==> config.mk <==
export PLATFORM = sky130hd
export DESIGN_NAME = dither10to8
export DESIGN_NICKNAME = d
export VERILOG_FILES = /design/src/rtl/dither_pkg.sv /design/src/rtl/dither_pos_track.sv /design/src/rtl/dither_chan.sv /design/src/rtl/dither10to8.sv
export SDC_FILE = /design/constraint.sdc
export NUM_CORES = 1
export LEC_CHECK = 0
export ABC_AREA = 1
export BUFFER_PORTS_ARGS = -buffer_cell sky130_fd_sc_hd__buf_2
export CORE_MARGIN = 1.5
export CORE_UTILIZATION = 55
export CTS_BUF_LIST = sky130_fd_sc_hd__clkbuf_4 sky130_fd_sc_hd__clkbuf_8
export DETAILED_ROUTE_END_ITERATION = 7
export GPL_TIMING_DRIVEN = 0
export PLACE_DENSITY = 0.82
export REMOVE_ABC_BUFFERS = 1
export SYNTH_ARGS = -nofsm -noshare
export SYNTH_HDL_FRONTEND = slang
export SYNTH_SLANG_ARGS = --single-unit
==> constraint.sdc <==
create_clock -name clk -period 3.5 [get_ports clk]
set_input_delay 0.175 -clock clk [delete_from_list [all_inputs] [get_ports clk]]
set_output_delay 0.175 -clock clk [all_outputs]
set_load 0.1 [all_outputs]
==> src/rtl/dither_pkg.sv <==
package dither_pkg;

    localparam int NCH       = 3;
    localparam int DITH_BITS = 2;
    localparam int LFSR_W    = 16;

    typedef enum logic [1:0] {
        DM_OFF      = 2'b00,
        DM_SPATIAL  = 2'b01,
        DM_TEMPORAL = 2'b10,
        DM_RANDOM   = 2'b11
    } dmode_e;

    typedef struct packed {
        logic frm;
        logic row;
        logic col;
    } pos_t;

    function automatic logic [DITH_BITS-1:0] pick_thr(
        input pos_t                 p,
        input dmode_e               m,
        input logic [DITH_BITS-1:0] rnd
    );
        logic [DITH_BITS-1:0] off;
        case (m)
            DM_TEMPORAL: off = {p.frm, 1'b0};
            DM_RANDOM:   off = rnd;
            default:     off = '0;
        endcase
        return {p.row, p.col} + off;
    endfunction

    function automatic logic [LFSR_W-1:0] lfsr_next(input logic [LFSR_W-1:0] s);
        return {s[LFSR_W-2:0], s[15] ^ s[13] ^ s[12] ^ s[10]};
    endfunction

endpackage

==> src/rtl/dither_pos_track.sv <==
module dither_pos_track
    import dither_pkg::*;
#(
    parameter logic [LFSR_W-1:0] LFSR_SEED = 16'hACE1
) (
    input  logic                 clk,
    input  logic                 rst,
    input  logic                 line_valid,
    input  logic                 frame_active,
    input  logic                 take,
    output pos_t                 pos,
    output logic [DITH_BITS-1:0] rnd
);
    logic              lv_q, fa_q;
    logic [LFSR_W-1:0] lfsr;

    always_ff @(posedge clk) begin
        if (rst) begin
            lv_q <= 1'b0;
            fa_q <= 1'b0;
            pos  <= '0;
            lfsr <= LFSR_SEED;
        end else begin
            lv_q <= line_valid;
            fa_q <= frame_active;
            if (!line_valid)
                pos.col <= 1'b0;
            else if (take)
                pos.col <= ~pos.col;
            if (fa_q && !frame_active) begin
                pos.row <= 1'b0;
                pos.frm <= ~pos.frm;
            end else if (lv_q && !line_valid) begin
                pos.row <= ~pos.row;
            end
            if (take && pos.row && pos.col)
                lfsr <= lfsr_next(lfsr);
        end
    end

    assign rnd = lfsr[DITH_BITS-1:0];

    // column parity cleared outside a line
    a_r10_col_clear: assert property (@(posedge clk) disable iff (rst)
        !line_valid |=> pos.col == 1'b0);
    // frame end clears row and flips the frame toggle
    a_r10_frame_flip: assert property (@(posedge clk) disable iff (rst)
        (fa_q && !frame_active) |=> (pos.row == 1'b0 && pos.frm != $past(pos.frm)));
    // row parity moves only on a line end
    a_r10_row_hold: assert property (@(posedge clk) disable iff (rst)
        (frame_active && !(lv_q && !line_valid)) |=> $stable(pos.row));
    // shift register never locks up at zero
    a_r7_lfsr_live: assert property (@(posedge clk) disable iff (rst)
        lfsr != '0);
endmodule

==> src/rtl/dither_chan.sv <==
module dither_chan
    import dither_pkg::*;
#(
    parameter int OUT_W = 8,
    parameter int IN_W  = OUT_W + DITH_BITS
) (
    input  logic                 clk,
    input  logic                 rst,
    input  logic                 take,
    input  logic                 bypass,
    input  logic [DITH_BITS-1:0] thr,
    input  logic [IN_W-1:0]      din,
    output logic [OUT_W-1:0]     dout
);
    logic [OUT_W-1:0]     hi;
    logic [DITH_BITS-1:0] lo;
    logic                 bump;

    assign hi   = din[IN_W-1:DITH_BITS];
    assign lo   = din[DITH_BITS-1:0];
    assign bump = !bypass && (lo > thr) && (hi != {OUT_W{1'b1}});

    always_ff @(posedge clk) begin
        if (rst)
            dout <= '0;
        else if (take)
            dout <= hi + OUT_W'(bump);
    end

    // full-scale input never wraps
    a_r3_no_overflow: assert property (@(posedge clk) disable iff (rst)
        (take && hi == {OUT_W{1'b1}}) |=> dout == {OUT_W{1'b1}});
    // disabled mode truncates
    a_r4_trunc: assert property (@(posedge clk) disable iff (rst)
        (take && bypass) |=> dout == $past(hi));
    // result is the kept bits or one step above
    a_r2_step_bound: assert property (@(posedge clk) disable iff (rst)
        take |=> (dout == $past(hi) || dout == $past(hi) + 1'b1));
endmodule

==> src/rtl/dither10to8.sv <==
module dither10to8
    import dither_pkg::*;
#(
    parameter int                OUT_W     = 8,
    parameter logic [LFSR_W-1:0] LFSR_SEED = 16'hACE1
) (
    input  logic                           clk,
    input  logic                           rst,
    input  logic [1:0]                     mode,
    input  logic                           line_valid,
    input  logic                           pix_rdy,
    input  logic                           frame_active,
    input  logic [NCH*(OUT_W+DITH_BITS)-1:0] pix_in,
    output logic [NCH*OUT_W-1:0]           pix_out,
    output logic                           out_rdy
);
    localparam int IN_W = OUT_W + DITH_BITS;

    logic                 take;
    dmode_e               md;
    pos_t                 pos;
    logic [DITH_BITS-1:0] rnd;
    logic [DITH_BITS-1:0] thr;

    assign take = pix_rdy && line_valid && frame_active;
    assign md   = dmode_e'(mode);
    assign thr  = pick_thr(pos, md, rnd);

    dither_pos_track #(.LFSR_SEED(LFSR_SEED)) u_pos (
        .clk          (clk),
        .rst          (rst),
        .line_valid   (line_valid),
        .frame_active (frame_active),
        .take         (take),
        .pos          (pos),
        .rnd          (rnd)
    );

    for (genvar ch = 0; ch < NCH; ch++) begin : g_ch
        dither_chan #(.OUT_W(OUT_W), .IN_W(IN_W)) u_chan (
            .clk    (clk),
            .rst    (rst),
            .take   (take),
            .bypass (md == DM_OFF),
            .thr    (thr),
            .din    (pix_in[ch*IN_W +: IN_W]),
            .dout   (pix_out[ch*OUT_W +: OUT_W])
        );
    end

    always_ff @(posedge clk) begin
        if (rst)
            out_rdy <= 1'b0;
        else
            out_rdy <= take;
    end

    // nothing accepted means no ready and a held pixel
    a_r8_idle_hold: assert property (@(posedge clk) disable iff (rst)
        !take |=> (!out_rdy && $stable(pix_out)));
    // ready follows an accepted pixel by one cycle
    a_r9_ready_follows: assert property (@(posedge clk) disable iff (rst)
        take |=> out_rdy);
endmodule

# After elaboration in Yosys (flattened, before gate mapping)

Index checks and enable logic that the tools add are counted.

Add/subtract/negate cells: 4
$lt $le $gt $ge: 3
Equal/unequal tests: 5
Muxes and demuxes: 1
Bitwise operators: 7
Reductions and logical operators: 18

Operators with widths:

| cell               | count |
|---|---|
| $add 8x1->8        | 3 |
| $ne 8x8->1 const B | 3 |
| $logic_and 1x1->1  | 12 |
| $gt 2x2->1         | 3 |
| $eq 2x2->1 const B | 2 |
| $not 1->1          | 4 |
| $pmux 2 s2         | 1 |
| $reduce_or 2->1    | 2 |
| $logic_not 1->1    | 3 |
| $xor 1x1->1        | 3 |
| $add 2x2->2        | 1 |
| $logic_not 2->1    | 1 |

Bits in registers: 46
Logic and storage cells: 48

# Depth between registers and ports, before layout

Gate-level depths: netlist (run 1).

Depth after elaboration: 7
Depth in mapped cells: 19

# Modules after synthesis

Synthesis (run 1) repeated with hierarchy kept, for this count alone.

Cell total of the unflattened synthesis: 375
Area, all modules: 2533.7 µm²

By module, submodules not included:

| module                           | instances | cells each | area each (µm²) | sequential area each (µm²) |
|---|---|---|---|---|
| dither_chan (g_ch[0].u_chan ...) | 2         | 83         | 524.3           | 160.2 |
| dither_pos_track                 | 1         | 103        | 840.8           | 420.4 |
| dither_chan (g_ch[2].u_chan)     | 1         | 83         | 528.0           | 160.2 |
| dither10to8                      | 1         | 23         | 116.4           | 20.0 |

# Least setup slack after synthesis (run 1)

No wires, ideal clock.

Kind: flip-flop to flip-flop
Start: reg u_pos.lfsr[0]
End: reg g_ch[1].u_chan.dout[4]
Library setup time: 109 ps
Data arrival time: 2343 ps
Data required time: 3391 ps
Path slack: 1048 ps
Stages on the path, launching flop included: 19
Buffers on the path: 0
Clock period less this slack: 2452 ps
Path through: dfxtp_1 nand2_1 nor2_1 ha_1 xnor2_1 xor2_1 inv_1 ha_1 inv_1 o21bai_1 nand3_1 a31oi_1 ha_1 ha_1 inv_1 o21ai_0 nand3_1 nand2_1 inv_1

Word-level cells in the longest chain between the ends: 6

Ends and longest elaborated chain:

| what                           | line                   | text |
|---|---|---|
| from (decl)                    | dither_pos_track.sv:15 | `logic [LFSR_W-1:0] lfsr;` |
| from (signal assigned)         | dither_pos_track.sv:37 | `lfsr <= lfsr_next(lfsr);` |
| $pmux 2 s2                     | dither_pkg.sv:26       | `case (m)` |
| $add 2x2->2                    | dither_pkg.sv:31       | `return {p.row, p.col} + off;` |
| $gt 2x2->1                     | dither_chan.sv:21      | `assign bump = !bypass && (lo > thr) && (hi != {OUT_W{1'b1}});` |
| $logic_and 1x1->1 (2 in a row) | dither_chan.sv:21      |  |
| $add 8x1->8                    | dither_chan.sv:27      | `dout <= hi + OUT_W'(bump);` |
| to (signal assigned)           | dither_chan.sv:27      |  |
| to (decl)                      | dither_chan.sv:13      | `output logic [OUT_W-1:0] dout` |

Every way passes these cells.
A chain may end at the register's enable or synchronous reset.

# Worst setup path after layout (run 1)

Ends and elaborated chain as after synthesis.

==> impl_metrics.sql, run 1 <==
INSERT INTO impl_metrics (metric_group, metric, value, unit) VALUES
('sta', 'totalNegativeSetupSlack', '0', 'ns'),
('sta', 'timing_hold_violations_final', '0', ''),
('setup_path', 'worst_r2r_endpoint', 'g_ch[1].u_chan.dout[4]$_SDFFE_PP0P_', ''),
('grt', 'overflow', '0', ''),
('clock_tree', 'clkTransAtPathRegs', '0.08', 'ns'),
('finish', 'antenna_cells_inserted', '0', ''),
('synthesis', 'post_synth_instance_area', '2460', 'µm²'),
('drt', '1st_iter_drt_viols', '113', ''),
('setup_path', 'crit_path_end_kind', 'flop', ''),
('floorplan', 'die_h', '69.9', 'µm'),
('hold_path', 'hold_class', 'in -> reg', ''),
('floorplan', 'floorplan.die.width', '69.9', 'µm'),
('drt', 'route.detailed.wl_per_inst', '10.3', 'µm'),
('hold_path', 'min-delay-start', 'frame_active', ''),
('sta', 'final_critical_path_share_of_the_clock_period', '0.792', ''),
('synthesis', 'yosysSeqAreaShare', '0.374', ''),
('sta', 'slew_headroom', '0.642', ''),
('clock_tree', 'root_buffer', 'clkbuf_8', ''),
('clock_tree', 'cts-resized-gates', '0', ''),
('synthesis', 'post_synth.cell_area_avg', '6.94', 'µm²'),
('setup_path', 'timing_worst_setup_path_type', 'reg -> reg', ''),
('sta', 'rsz0062_at_grt', 'false', ''),
('finish', 'mostFrequentLayoutCells', 'nand2_1 (76), nor2_1 (71), buf_2 (61)', ''),
('finish', 'final_common_cell', 'nand2_1', ''),
('run_status', 'run_status', 'complete, no violations', ''),
('run', 'cap_violations', '0', ''),
('power_and_ir_drop', 'vdd_drop_max', '0.231', 'mV'),
('finish', 'area_growth', '14.6', '%'),
('drt', 'antenna_violating_nets_post_route', '0', ''),
('grt', 'grt_pass1_vias', '2098', ''),
('sta', 'tightestPinTransition', '0.537', 'ns'),
('grt', 'grt_antenna_before_repair', '0', ''),
('floorplan', 'placementRows', '24', ''),
('placed_design', 'place_congestion', '0.829', ''),
('sta', 'post-route-min-period', '2.77', 'ns'),
('drt', 'dr.pass1.iters', '4', ''),
('hold_path', 'endpoint_of_the_worst_hold_path', 'u_pos.fa_q$_SDFF_PP0_', ''),
('finish', 'drive_above_1_share', '0.189', ''),
('hold_path', 'holdPathStages', '3', ''),
('floorplan', 'fp.coreArea', '4320', 'µm²'),
('setup_path', 'setup_slack_of_the_worst_register_to_register_path', '0.73', 'ns'),
('sta', 'setup_violations', '0', ''),
('drt', 'vias_per_cell', '4.91', ''),
('finish', 'finalNetCount', '462', ''),
('floorplan', 'io_pins', '62', ''),
('power_and_ir_drop', 'power_density', '399', 'nW/µm²'),
('clock_tree', 'cts_num_sinks', '46', ''),
('grt', 'grt_pass1_wl', '8650', 'µm'),
('grt', 'pin_count_of_the_biggest_net_entering_global_routing', '41', ''),
('placed_design', 'io_buffer_count', '61', ''),
('sta', 'slew_violations', '0', ''),
('setup_path', 'critical_path.startpoint_type', 'flop', ''),
('synthesis', 'number_of_distinct_library_cells_after_synthesis', '28', ''),
('synthesis', 'yosysWarnings', '0', ''),
('clock_tree', 'post_cts_buffers', '0', ''),
('drt', 'drc_errors', '0', ''),
('clock_tree', 'ctsHtreeMaxLevel', '2', ''),
('floorplan', 'die_area', '4890', 'µm²'),
('placed_design', 'hpwlAfterDp', '3460', 'µm'),
('floorplan', 'initial_utilization', '0.570', ''),
('setup_path', 'worst_ep_arrival_time', '2.98', 'ns'),
('power_and_ir_drop', 'power.static_leakage', '1.43', 'nW'),
('setup_path', 'worst_ep_required_time', '3.71', 'ns'),
('sta', 'skew', '0.00640', 'ns'),
('synthesis', 'post_synth_inst_count', '355', ''),
('synthesis', 'ys_seq_elements', '46', ''),
('sta', 'fmax', '361', 'MHz'),
('clock_tree', 'cts_tree', 'yes', ''),
('drt', 'wl_final', '4780', 'µm'),
('drt', 'total_number_of_vias', '2277', ''),
('power_and_ir_drop', 'total_power', '1.13', 'mW'),
('clock_tree', 'clock_path_buffers', '2', ''),
('setup_path', 'worst_r2r_startpoint', 'u_pos.lfsr[0]$_SDFFE_PP1P_', ''),
('clock_tree', 'clock_network_latency_to_the_later_pin_of_the_worst_skew_pair', '0.30', 'ns'),
('clock_tree', 'number_of_cts_inserted_buffers', '5', ''),
('setup_path', 'crit_fanout', '5', ''),
('grt', 'track_usage', '0.216', ''),
('setup_path', 'ff2ff_path_depth', '18', ''),
('clock_tree', 'cts.hold.buffers_added', '0', '');
## routing by layer
metal | vias up | part of all wire | global-route usage
li1 | 1233 | - | -
met4 | 0 | 0.020 | 0.0962
met1 | 986 | 0.45 | 0.249
met5 | - | 0 | 0
met3 | 9 | 0.051 | 0.0447
met2 | 49 | 0.48 | 0.382
## worst max-delay path: stages, from the launching register on
cell and delay [ns]:
dfxtp_1 0.36, nand2_1 0.06, nor2_1 0.09, ha_1 0.16, xnor2_1 0.13, xor2_1 0.16
inv_1 0.10, ha_1 0.30, inv_1 0.04, o21bai_1 0.11, nand3_1 0.08, a31oi_1 0.16
ha_1 0.22, ha_1 0.25, inv_1 0.07, o21ai_0 0.18, nand3_1 0.11, nand2_1 0.08
inv_1 0.03
## through the flow
step           cells   util  hold slack [ns]  setup slack, ns  area [µm²]
6_report         464  0.653            0.149            0.729        2820
5_1_grt          464  0.653            0.176            0.376        2820
4_1_cts          464  0.653            0.143            0.719        2820
3_5_place_dp     457  0.633            0.441            0.740        2740
3_3_place_gp     457  0.633            0.434            0.817        2740
2_1_floorplan    344      -            0.244             1.04        2370
## final cells by class
type | instances | area [µm²]
inverter | 38 | 148
multi-input combinational | 260 | 1300
fill | 402 | 1500
clock buffer | 7 | 83.8
sequential | 46 | 921
tap | 52 | 65.1
timing repair buffer | 61 | 305
## cells by family after synthesis
family                   count (synthesis)  share of synthesized area
AND/OR/NAND/NOR                        189                      0.325
AO/OA/AOI/OAI                           51                      0.112
buffers and inverters                   49                     0.0985
XOR/XNOR                                 7                     0.0249
adder cells (fa/ha/maj)                 13                     0.0660
flip-flops                              46                      0.374
## worst max-delay path by stage
| stage | startpoint | slack [ns] | end | depth (start not counted) |
|---|---|---|---|---|
| 6_report | u_pos.lfsr[0]$_SDFFE_PP1P_ | 0.73 | g_ch[1].u_chan.dout[4]$_SDFFE_PP0P_ | 18 |
| 5_1_grt | u_pos.lfsr[0]$_SDFFE_PP1P_ | 0.38 | g_ch[0].u_chan.dout[4]$_SDFFE_PP0P_ | 18 |
| 4_1_cts | u_pos.lfsr[0]$_SDFFE_PP1P_ | 0.72 | g_ch[1].u_chan.dout[4]$_SDFFE_PP0P_ | 18 |
| 3_5_place_dp | u_pos.lfsr[0]$_SDFFE_PP1P_ | 0.74 | g_ch[1].u_chan.dout[4]$_SDFFE_PP0P_ | 18 |
| 3_3_place_gp | u_pos.lfsr[0]$_SDFFE_PP1P_ | 0.82 | g_ch[1].u_chan.dout[4]$_SDFFE_PP0P_ | 18 |
| 2_1_floorplan | u_pos.lfsr[0]$_SDFFE_PP1P_ | 1.04 | g_ch[1].u_chan.dout[4]$_SDFFE_PP0P_ | 18 |
## cells in the mapped netlist (all sizes together)
| library cell | count | area share |
|---|---|---|
| or2 | 3 | 0.0076 |
| ha | 13 | 0.066 |
| inv | 38 | 0.060 |
| nand3 | 28 | 0.062 |
| nand3b | 1 | 0.0030 |
| xor2 | 4 | 0.014 |
| o21ai | 29 | 0.059 |
| nand2 | 77 | 0.12 |
| dfxtp | 46 | 0.37 |
| o21a | 6 | 0.018 |
| buf | 10 | 0.037 |
| nor2 | 73 | 0.12 |
| xnor2 | 3 | 0.011 |
| a21oi | 13 | 0.026 |
| nor3 | 6 | 0.012 |
| o21bai | 2 | 0.0061 |
| clkbuf | 1 | 0.0020 |
| a31oi | 1 | 0.0025 |
| and2 | 1 | 0.0025 |
## where the power goes
group	leakage [nW]	internal [mW]	total [mW]	switching, mW
sequential	0.375	0.540	0.548	0.00798
combinational	1.01	0.0689	0.261	0.192
clock	0.0452	0.153	0.318	0.165
total	1.43	0.762	1.13	0.365
## state kept, by name, indices dropped and copies added (netlist names)
name / cells
g_ch.u_chan.dout: 24
u_pos.lfsr: 16
u_pos.pos: 3
out_rdy: 1
u_pos.fa_q: 1
u_pos.lv_q: 1
(Power assumes the default switching activity.)
==> run 2: changes to the inputs <==
Settings changed: ABC_AREA 1 to 0, CORE_UTILIZATION 55 to 54.
Clock period 3.5 ns to 2.56 ns, I/O delays scaled along.
==> impl_metrics.sql, run 2 <==
INSERT INTO impl_metrics (metric_group, metric, value, unit) VALUES
('placed_design', 'io_buffer_count', '61', ''),
('grt', 'grt_pass1_vias', '2071', ''),
('synthesis', 'synth_top_flop_cell', 'dfxtp_1', ''),
('synthesis', 'post_synth_inst_count', '264', ''),
('synthesis', 'number_of_distinct_library_cells_after_synthesis', '28', ''),
('sta', 'final_critical_path_share_of_the_clock_period', '1.07', ''),
('power_and_ir_drop', 'total_power', '1.62', 'mW'),
('clock_tree', 'number_of_cts_inserted_buffers', '5', ''),
('synthesis', 'synth.top_cells.by_count', 'dfxtp_1 (46), nand3_1 (33), o21ai_0 (33), nand2_1 (27), a21oi_1 (20)', ''),
('drt', '1st_iter_drt_viols', '174', ''),
('sta', 'setup_violations', '15', ''),
('synthesis', 'yosysSeqAreaShare', '0.416', ''),
('finish', 'layout.filler_cells', '286', ''),
('clock_tree', 'clock_path_buffers', '2', ''),
('finish', 'mostFrequentLayoutCells', 'buf_2 (61), dfxtp_1 (45), o21ai_0 (31)', ''),
('grt', 'grt_antenna_before_repair', '0', ''),
('finish', 'leading_registers_by_flop_count', 'g_ch.u_chan.dout x24, u_pos.lfsr x16, u_pos.pos x3', ''),
('synthesis', 'yosys.cell_count.top_type', 'dfxtp_1', ''),
('synthesis', 'yosysWarnings', '0', ''),
('drt', 'vias_per_cell', '5.94', ''),
('drt', 'total_number_of_vias', '2247', ''),
('clock_tree', 'root_buffer', 'clkbuf_8', ''),
('floorplan', 'placementRows', '23', ''),
('setup_path', 'worst_ep_required_time', '2.79', 'ns'),
('floorplan', 'fp.coreArea', '3970', 'µm²'),
('grt', 'track_usage', '0.280', ''),
('drt', 'antenna_violating_nets_post_route', '0', ''),
('sta', 'slew_headroom', '0.431', ''),
('drt', 'drc_errors', '0', ''),
('synthesis', 'post_synth_instance_area', '2210', 'µm²'),
('hold_path', 'hold_class', 'in -> reg', ''),
('floorplan', 'io_pins', '62', ''),
('finish', 'largest_register_ffs', '24', ''),
('setup_path', 'cp_slowest_cell', 'dfxtp_2', ''),
('clock_tree', 'clock_network_latency_to_the_later_pin_of_the_worst_skew_pair', '0.30', 'ns'),
('sta', 'hold_ws', '0.123', 'ns'),
('floorplan', 'floorplan.die.width', '67.0', 'µm'),
('synthesis', 'ys_seq_elements', '46', ''),
('finish', 'post-route-cell-area', '2930', 'µm²'),
('placed_design', 'dpl-instance-area', '2510', 'µm²'),
('drt', 'route.detailed.wl_per_inst', '16.1', 'µm'),
('floorplan', 'die_area', '4490', 'µm²'),
('synthesis', 'synth-edff-count', '0', ''),
('setup_path', 'worst_ep_arrival_time', '2.97', 'ns'),
('clock_tree', 'clkTransAtPathRegs', '0.08', 'ns'),
('sta', 'tightestPinTransition', '0.853', 'ns'),
('power_and_ir_drop', 'power.static_leakage', '1.14', 'nW'),
('sta', 'slew_violations', '0', ''),
('sta', 'fmax', '364', 'MHz'),
('grt', 'overflow', '0', ''),
('placed_design', 'place_congestion', '0.769', ''),
('run_status', 'violations', 'setup timing', ''),
('setup_path', 'critical_path.max_stage_delay', '0.33', 'ns'),
('finish', 'max_flop_register', 'g_ch.u_chan.dout', ''),
('synthesis', 'area_share_of_the_largest_cell_type_after_synthesis', '0.416', ''),
('power_and_ir_drop', 'power_density', '555', 'nW/µm²'),
('setup_path', 'timing_worst_setup_path_type', 'reg -> reg', ''),
('setup_path', 'cp_common_cell', 'ha_4', ''),
('finish', 'finalNetCount', '378', ''),
('finish', 'area_growth', '32.2', '%'),
('run', 'cap_violations', '0', ''),
('clock_tree', 'cts_num_sinks', '46', ''),
('synthesis', 'synthDominantAreaCellType', 'dfxtp_1', ''),
('synthesis', 'ys_async_sr_fraction', '0', ''),
('clock_tree', 'ctsHtreeMaxLevel', '2', ''),
('finish', 'antenna_cells_inserted', '0', ''),
('power_and_ir_drop', 'vdd_drop_max', '0.342', 'mV'),
('synthesis', 'post_synth.cell_area_avg', '8.38', 'µm²'),
('setup_path', 'crit_path_end_kind', 'flop', ''),
('setup_path', 'critical_path.startpoint_type', 'flop', ''),
('synthesis', 'synthTopCellsByArea', 'dfxtp_1 (42%), nand3_1 (7.5%), o21ai_0 (7.5%), ha_1 (7.3%), nand2_1 (4.6%)', ''),
('sta', 'post-route-min-period', '2.75', 'ns'),
('sta', 'timing_hold_violations_final', '0', ''),
('placed_design', 'hpwlAfterDp', '3450', 'µm'),
('run_status', 'run_status', 'complete, but fails checks', ''),
('clock_tree', 'cts_tree', 'yes', ''),
('grt', 'pin_count_of_the_biggest_net_entering_global_routing', '51', ''),
('drt', 'wl_final', '6070', 'µm'),
('sta', 'finalWorstSetupSlack', '-0.187', 'ns'),
('sta', 'skew', '0.00824', 'ns'),
('sta', 'rsz0062_at_grt', 'true', ''),
('setup_path', 'critical_path.cell_chain', 'and3_4, ha_4, xnor2_4, xnor2_4, buf_4, ha_4, a21oi_2, a2111oi_4, ha_2, ha_4, nand2_1, or3_1, a32oi_1', ''),
('drt', 'dr.pass1.iters', '5', ''),
('grt', 'grt_pass1_wl', '9410', 'µm'),
('finish', 'final_common_cell', 'buf_2', ''),
('clock_tree', 'cts.hold.buffers_added', '0', ''),
('floorplan', 'initial_utilization', '0.557', ''),
('floorplan', 'die_h', '67.0', 'µm'),
('finish', 'drive_above_1_share', '0.332', ''),
('setup_path', 'crit_fanout', '3', '');
## run 2: cell types whose count changed after synthesis, moves of 6 or more
cell     delta
or3_1       +9
o21ai_0     +8
a21oi_1     +7
nand3_1     +6
nor2_1     -63
o21a_1      -6
nand2_1    -49
xnor2_1     +8
inv_1      -27
## run 2: cell families after synthesis
family | Yosys count | synth area share
multiplexers | 1 | 0.00509
XOR/XNOR | 17 | 0.0673
buffers and inverters | 23 | 0.0452
flip-flops | 46 | 0.416
AO/OA/AOI/OAI | 72 | 0.186
adder cells (fa/ha/maj) | 13 | 0.0735
AND/OR/NAND/NOR | 92 | 0.207
## run 2: metrics by stage
stage	worst slack [ns]	setup TNS, ns	utilization	cells
floorplan	-0.114	-0.271	-	249
global placement	-0.402	-4.11	0.632	360
detailed placement	-0.502	-5.18	0.633	360
CTS	-0.125	-0.818	0.713	375
global route	-0.321	-3.87	0.737	378
finish	-0.187	-1.48	0.737	378
## run 2: area by class of cell
cell class	count	area [µm²]	area share
sequential	46	922	0.315
timing repair buffer	72	392	0.134
tap	50	62.6	0.0214
inverter	8	30.0	0.0103
multi-input combinational	195	1440	0.491
clock buffer	7	83.8	0.0286
## run 2: power breakdown
group          internal [mW]  switching, mW  leakage [nW]  total [mW]
clock network          0.209          0.232        0.0452       0.442
logic                  0.137          0.293         0.720       0.429
registers              0.739         0.0132         0.374       0.752
total                   1.08          0.538          1.14        1.62
## run 2: repair_timing
| action | in CTS | in global routing |
|---|---|---|
| setup endpoints to repair | 21 | 19 |
| setup buffers | 8 | 3 |
| pin swaps | 17 | 8 |
| gates resized for setup | 31 | 11 |
| endpoints found under the hold margin | 0 | 0 |
## run 2: path summary, 6_finish.rpt
check                                            from                                  end  slack [ns]  cells after the start
hold / removal                             pix_in[19]  g_ch[1].u_chan.dout[7]$_SDFFE_PP0P_        0.12                      3
setup reg to reg           u_pos.lfsr[0]$_SDFFE_PP1P_  g_ch[2].u_chan.dout[6]$_SDFFE_PP0P_       -0.19                     13
hold reg to reg   g_ch[2].u_chan.dout[7]$_SDFFE_PP0P_  g_ch[2].u_chan.dout[7]$_SDFFE_PP0P_        0.45                      2
setup / recovery           u_pos.lfsr[0]$_SDFFE_PP1P_  g_ch[2].u_chan.dout[6]$_SDFFE_PP0P_       -0.19                     13
## run 2: critical path: cells and delay by family (launching register included)
family / cells / cell delay [ns]
flip-flops: 1 / 0.33
AND/OR/NAND/NOR: 3 / 0.52
adder cells (fa/ha/maj): 4 / 0.88
buffers and inverters: 1 / 0.15
AO/OA/AOI/OAI: 3 / 0.50
XOR/XNOR: 2 / 0.29
## run 2: layer usage
metal | global-route usage | up-vias | part of all wire
li1 | - | 1074 | -
met1 | 0.309 | 1057 | 0.38
met2 | 0.517 | 94 | 0.52
met3 | 0.0659 | 22 | 0.062
met4 | 0.0944 | 0 | 0.035
met5 | 0 | - | 0
